==> src/rtl/dpoll_pkg.sv <==
package dpoll_pkg;

  typedef enum logic [1:0] {
    ST_IDLE,
    ST_POLL,
    ST_RECHECK,
    ST_VERIFY
  } pollState_t;

  // strobes from control to datapath
  typedef struct packed {
    logic loadCmd;
    logic countPoll;
    logic captureVer;
    logic setPass;
    logic setFail;
  } pollCtrl_t;

  // conditions from datapath to control
  typedef struct packed {
    logic bitMatch;
    logic toutSet;
    logic guardHit;
  } pollFlags_t;

endpackage

==> src/rtl/dpoll_datapath.sv <==
module dpoll_datapath
  import dpoll_pkg::*;
#(
  parameter int DATA_W    = 8,
  parameter int ADDR_W    = 18,
  parameter int MAX_POLLS = 4096,
  parameter bit GUARD_EN  = 1'b1,
  parameter int DONE_BIT  = 7,
  parameter int TOUT_BIT  = 5
) (
  input  logic              clk,
  input  logic              rstN,
  input  pollCtrl_t         ctrl,
  input  logic [DATA_W-1:0] expData,
  input  logic [ADDR_W-1:0] pollAddr,
  input  logic [DATA_W-1:0] rdData,
  output pollFlags_t        flags,
  output logic [ADDR_W-1:0] rdAddr,
  output logic [DATA_W-1:0] verData,
  output logic              done,
  output logic              pass,
  output logic              fail
);

  localparam int CNT_W = $clog2(MAX_POLLS + 1);

  logic [DATA_W-1:0] expReg;
  logic [ADDR_W-1:0] addrReg;

  // command capture
  always_ff @(posedge clk) begin
    if (!rstN) begin
      expReg  <= '0;
      addrReg <= '0;
    end else if (ctrl.loadCmd) begin
      expReg  <= expData;
      addrReg <= pollAddr;
    end
  end

  assign rdAddr = addrReg;

  // verdict registers
  always_ff @(posedge clk) begin
    if (!rstN) begin
      pass <= 1'b0;
      fail <= 1'b0;
      done <= 1'b0;
    end else begin
      done <= ctrl.setPass | ctrl.setFail;
      if (ctrl.loadCmd) begin
        pass <= 1'b0;
        fail <= 1'b0;
      end else begin
        if (ctrl.setPass) pass <= 1'b1;
        if (ctrl.setFail) fail <= 1'b1;
      end
    end
  end

  // verified data capture
  always_ff @(posedge clk) begin
    if (!rstN) verData <= '0;
    else if (ctrl.captureVer) verData <= rdData;
  end

  // status decode
  always_comb begin
    flags.bitMatch = (rdData[DONE_BIT] == expReg[DONE_BIT]);
    flags.toutSet  = rdData[TOUT_BIT];
  end

  // optional guard counter
  generate
    if (GUARD_EN) begin : g_guard
      logic [CNT_W-1:0] pollCnt;
      always_ff @(posedge clk) begin
        if (!rstN) pollCnt <= '0;
        else if (ctrl.loadCmd) pollCnt <= '0;
        else if (ctrl.countPoll) pollCnt <= pollCnt + 1'b1;
      end
      assign flags.guardHit = (pollCnt == CNT_W'(MAX_POLLS - 1));
    end else begin : g_noGuard
      assign flags.guardHit = 1'b0;
    end
  endgenerate

endmodule

==> src/rtl/dpoll_control.sv <==
module dpoll_control
  import dpoll_pkg::*;
(
  input  logic       clk,
  input  logic       rstN,
  input  logic       start,
  input  logic       rdAck,
  input  pollFlags_t flags,
  output pollCtrl_t  ctrl,
  output logic       rdReq
);

  pollState_t state, nextState;

  always_ff @(posedge clk) begin
    if (!rstN) state <= ST_IDLE;
    else state <= nextState;
  end

  assign rdReq = (state != ST_IDLE);

  always_comb begin
    ctrl      = '0;
    nextState = state;
    case (state)
      ST_IDLE: begin
        if (start) begin
          ctrl.loadCmd = 1'b1;
          nextState    = ST_POLL;
        end
      end
      ST_POLL: begin
        if (rdAck) begin
          if (flags.bitMatch) begin
            nextState = ST_VERIFY;
          end else if (flags.toutSet) begin
            nextState = ST_RECHECK;
          end else if (flags.guardHit) begin
            ctrl.setFail = 1'b1;
            nextState    = ST_IDLE;
          end else begin
            ctrl.countPoll = 1'b1;
          end
        end
      end
      ST_RECHECK: begin
        if (rdAck) begin
          if (flags.bitMatch) begin
            nextState = ST_VERIFY;
          end else begin
            ctrl.setFail = 1'b1;
            nextState    = ST_IDLE;
          end
        end
      end
      ST_VERIFY: begin
        if (rdAck) begin
          ctrl.captureVer = 1'b1;
          ctrl.setPass    = 1'b1;
          nextState       = ST_IDLE;
        end
      end
      default: nextState = ST_IDLE;
    endcase
  end

endmodule

==> src/rtl/dpoll_verifier.sv <==
module dpoll_verifier
  import dpoll_pkg::*;
#(
  parameter int DATA_W    = 8,
  parameter int ADDR_W    = 18,
  parameter int MAX_POLLS = 4096,
  parameter bit GUARD_EN  = 1'b1,
  parameter int DONE_BIT  = 7,
  parameter int TOUT_BIT  = 5
) (
  input  logic              clk,
  input  logic              rstN,
  input  logic              start,
  input  logic [DATA_W-1:0] expData,
  input  logic [ADDR_W-1:0] pollAddr,
  output logic              rdReq,
  output logic [ADDR_W-1:0] rdAddr,
  input  logic              rdAck,
  input  logic [DATA_W-1:0] rdData,
  output logic              done,
  output logic              pass,
  output logic              fail,
  output logic [DATA_W-1:0] verData
);

  pollCtrl_t  ctrl;
  pollFlags_t flags;

  dpoll_control u_ctrl (
    .clk   (clk),
    .rstN  (rstN),
    .start (start),
    .rdAck (rdAck),
    .flags (flags),
    .ctrl  (ctrl),
    .rdReq (rdReq)
  );

  dpoll_datapath #(
    .DATA_W    (DATA_W),
    .ADDR_W    (ADDR_W),
    .MAX_POLLS (MAX_POLLS),
    .GUARD_EN  (GUARD_EN),
    .DONE_BIT  (DONE_BIT),
    .TOUT_BIT  (TOUT_BIT)
  ) u_dp (
    .clk      (clk),
    .rstN     (rstN),
    .ctrl     (ctrl),
    .expData  (expData),
    .pollAddr (pollAddr),
    .rdData   (rdData),
    .flags    (flags),
    .rdAddr   (rdAddr),
    .verData  (verData),
    .done     (done),
    .pass     (pass),
    .fail     (fail)
  );

endmodule

==> config.mk <==
export PLATFORM = sky130hd
export DESIGN_NAME = dpoll_verifier
export DESIGN_NICKNAME = d
export VERILOG_FILES = /design/src/rtl/dpoll_pkg.sv /design/src/rtl/dpoll_datapath.sv /design/src/rtl/dpoll_control.sv /design/src/rtl/dpoll_verifier.sv
export SDC_FILE = /design/constraint.sdc
export NUM_CORES = 1
export LEC_CHECK = 0
export BUFFER_PORTS_ARGS = -buffer_cell sky130_fd_sc_hd__buf_2
export CAP_MARGIN = 10
export CORE_MARGIN = 2
export CORE_UTILIZATION = 27
export CTS_BUF_LIST = sky130_fd_sc_hd__clkbuf_4 sky130_fd_sc_hd__clkbuf_8
export CTS_CLUSTER_SIZE = 28
export DETAILED_ROUTE_END_ITERATION = 7
export PLACE_DENSITY = 0.56
export SLEW_MARGIN = 20
export SYNTH_ARGS = -nofsm -noshare
export SYNTH_HDL_FRONTEND = slang
export SYNTH_SLANG_ARGS = --single-unit
export TNS_END_PERCENT = 30
==> constraint.sdc <==
create_clock -name clk -period 2.3 [get_ports clk]
set_clock_uncertainty 0.15 [all_clocks]
set_input_delay 0.23 -clock clk [delete_from_list [all_inputs] [get_ports clk]]
set_output_delay 0.23 -clock clk [all_outputs]
set_load 0.005 [all_outputs]
==> key figures <==
Timing
  – Fin worst setup slack: ~0.14 ns
  – Setup TNS: 0 ns
  – Final Hold Vio Count: 0
  – Tmin final: about 2.2 ns
  – Setup violators final: 0
  – Top achievable clock speed: ~0.46 GHz
  – Relative slew slack: 0.511
  – Fin crit share: 0.939
  – Slew Limit Fails: 0
  – Unrepaired setup endpoints after global routing: false
  – Tightest Pin Transition: between 0.7 and 0.8 ns

Die
  – Die width: roughly 90 um
  – Starting Density: 0.278
  – Die height: around 90 um
  – Ports: 68
  – Row Count: 31
  – Area of the core: about 7000 sq um
  – Die footprint: approximately 8100 sq um

Power and ir drop
  – Pwr/cell area: about 740 nW/um^2
  – Maximum vdd drop: 0.316 mV
  – P_leak: around 1.1 nW

Route
  – Wirelength per Cell: between 10 and 15 um
  – Drt initial violations: between 80 and 90
  – Drt drc: 0
  – Detailed Routing Iterations Pass 1: 4
  – Final wirelength: around 4600 um
  – Vias: ~1,800
  – Antenna Violating Nets Remaining: 0
  – Vias per std cell: 4.59

Global routing
  – GRT Util Overall: 0.116
  – Largest net degree at the start of global routing: 32
  – Antenna violations before repair: 0
  – Met2 Usage GRT: 0.204
  – GR Util met1: 0.136
  – Gr ovfl total: 0
  – Met3 GRT Util: 0.0327
  – Grt peak-use layer: met2
  – Vias in the first global route: roughly 1,700
  – First-pass GRT wire length: between 7000 and 8000 um

CTS
  – # H-tree levels: 2
  – Clock slew at reported path FFs: 0.09 ns
  – CTS sink cnt: 45
  – Longest Clk Path Bufs: 2
  – CTS tree: done
  – TritonCTS buffer count: 5
  – Clk_lat worst skew: 0.30 ns
  – Root buffer cell: clkbuf_8

Setup path
  – Worst-path fanout max: 6
  – CP Buf/Inv Count: 1
  – CP arrival: between 2 and 2.5 ns
  – Slowest stage cell on the critical path: or4_4
  – Critical path endpoint category: flip-flop
  – Data required, critical path: ~2.4 ns
  – Worst R2R End: u_dp.g_guard.pollCnt[9]
  – Max incr delay on CP: approximately 0.58 ns
  – Critical-path cell list: inv_1 > ha_4 > nand3b_1 > or4_4 > or4_1 > a21oi_1
  – FF-to-FF Start: u_ctrl.state[1]
  – FF-to-FF path depth: 6
  – Setup crit start kind: flip-flop
  – Crit Path Class: flip-flop to flip-flop
  – Crit-path leading delay family: simple AND/OR/NAND/NOR gates
  – Flop-to-flop setup slack: roughly 0.14 ns

Logic synthesis
  – Post-synth EDFFs: 0
  – Yosys cell types: 35
  – Cells after Synth: roughly 240
  – Flop and latch count out of synthesis: 45
  – Synthesized area per cell: around 8.4 sq um
  – Ys Warns: 0
  – Synthesized area: around 2000 sq um
  – Seq/Total Area, Yosys: 0.450
  – Post-synth ARST share: 0
  – Top_reg_cell synth: dfxtp_1
  – Syn nets: 283

Placed design
  – HPWL after DPL: roughly 3400 um
  – PortBufs: 60
  – Routability congestion estimate: approximately 0.77
  – Pre-CTS WS: between 0.1 and 0.15 ns
  – Placed insts: a little under 400

Cells and area
  – Fin util: 0.347
  – Filler instances: slightly below 800
  – Nets: approximately 340
  – Non-filler cells, final: around 400
  – Ratio of cells with drive above 1 in the final layout: 0.257
  – ANT cells: 0
  – Synthesis-to-layout area growth: 25.1%

Worst hold path
  – Worst hold path depth: 3
  – Min-delay src: rdData[3]
  – Hold Path Class: input port to flip-flop
  – Hold endpoint: u_dp.verData[3]

Status
  – Outcome: complete, no violations

Run
  – Max-cap violations: 0
registers in the layout, summed over array words and instances, names as in the netlist:
signal / count
u_dp.verData: 8
u_dp.fail: 1
u_dp.rdAddr: 18
u_dp.expReg: 1
u_dp.done: 1
u_dp.g_guard.pollCnt: 13
u_dp.pass: 1
u_ctrl.state: 2
worst register-to-register path, cell delays in order (launching register included):
cell	delay, ns
dfxtp_1	0.35
inv_1	0.15
ha_4	0.18
nand3b_1	0.12
or4_4	0.58
or4_1	0.41
a21oi_1	0.15
cells in the mapped netlist (all sizes together), types with 2 or more instances:
| cell type | count | area, sq um |
|---|---|---|
| or3 | 2 | 12.5 |
| and4 | 2 | 17.5 |
| a21oi | 9 | 45.0 |
| a21boi | 27 | 203 |
| o21ai | 6 | 30.0 |
| mux2i | 4 | 40.0 |
| nand4 | 3 | 18.8 |
| and2 | 3 | 18.8 |
| inv | 7 | 26.3 |
| nand3 | 8 | 40.0 |
| or4 | 7 | 60.1 |
| ha | 6 | 75.1 |
| dfxtp | 45 | 901 |
| and3 | 5 | 31.3 |
| o31ai | 5 | 37.5 |
| nand3b | 2 | 15.0 |
| nor2 | 6 | 22.5 |
| nand2 | 66 | 248 |
| nor3 | 2 | 10.0 |
| or2 | 2 | 12.5 |
| buf | 2 | 16.3 |
| clkbuf | 9 | 33.8 |
metrics by stage:
step           total power, mW  instance area (sq um)  hold WS, ns
3_3_place_gp              1.36                   2410        0.298
2_1_floorplan             1.19                   2000        0.225
3_5_place_dp              1.38                   2410        0.304
5_1_grt                   1.98                   2510       0.0133
4_1_cts                   1.87                   2490      0.00838
6_report                  1.85                   2510       0.0181
area by class of cell:
cell class	instances	area (sq um)	area share
clock buffer	5	68.8	0.0275
clock inverter	3	17.5	0.00699
inverter	7	26.3	0.0105
multi-input combinational	176	1040	0.414
sequential	45	901	0.359
tap	99	124	0.0494
timing repair buffer	64	330	0.132
worst max-delay path by stage:
stage / start / endpoint / slack (ns) / depth (start not counted)
after floorplan: u_ctrl.state[1] / u_dp.g_guard.pollCnt[7] / 0.25 / 6
after global placement: u_ctrl.state[1] / u_dp.g_guard.pollCnt[8] / 0.16 / 6
after detailed placement: u_ctrl.state[1] / u_dp.g_guard.pollCnt[10] / 0.10 / 6
after CTS: u_ctrl.state[1] / u_dp.g_guard.pollCnt[10] / 0.08 / 6
after global routing: u_ctrl.state[1] / u_dp.g_guard.pollCnt[8] / 0.006 / 6
final: u_ctrl.state[1] / u_dp.g_guard.pollCnt[9] / 0.14 / 6
per-layer routing:
layer  share of wire  up-vias
li1                -      940
met1            0.46      853
met2            0.49       36
met3           0.046        4
met4           0.011        0
met5               0        -
report_power, final:
part	switching, mW	leakage (nW)	total (mW)	internal, mW
Sequential	0.0430	0.366	0.888	0.845
Combinational	0.272	0.654	0.474	0.202
Clock	0.273	0.0439	0.484	0.210
Total	0.588	1.06	1.85	1.26
placed cells by master, fill, tap and decap left out, types with 2 or more instances in the layout:
| cell | synthesis | final |
|---|---|---|
| nor2_1 | 6 | 6 |
| inv_1 | 7 | 7 |
| ha_1 | 6 | 5 |
| nand3_1 | 8 | 8 |
| o31ai_1 | 5 | 5 |
| or4_4 | 2 | 2 |
| a21boi_0 | 27 | 27 |
| and4_1 | 2 | 2 |
| clkbuf_8 | 0 | 5 |
| nor3_1 | 2 | 2 |
| dfxtp_1 | 45 | 45 |
| nand4_1 | 3 | 3 |
| mux2i_1 | 4 | 4 |
| and2_1 | 3 | 3 |
| or2_2 | 2 | 2 |
| or3_1 | 2 | 2 |
| o21ai_0 | 6 | 6 |
| or4_1 | 5 | 5 |
| nand3b_1 | 2 | 2 |
| nand2_1 | 66 | 66 |
| a21oi_1 | 9 | 9 |
| buf_2 | 1 | 60 |
| clkinv_2 | 0 | 2 |
| buf_4 | 0 | 4 |
| and3_1 | 5 | 5 |
timing repair:
item | 4_1_cts | 5_1_grt
buffers inserted | 0 | 0
endpoints found under the setup margin | 0 | 5
hold buffers | 0 | 0
resized for setup | 0 | 2
cell families (layout without fill, tap and decap cells):
logic type,after synthesis,count (layout),synth area share
simple gates,110,110,0.259
compound gates,54,54,0.187
flops,45,45,0.450
buf+inv,18,79,0.0381
fa+ha+maj,6,6,0.0375
mux,4,4,0.0200
xor+xnor,2,2,0.00875
Note: power is estimated with default switching activity, not from simulation.
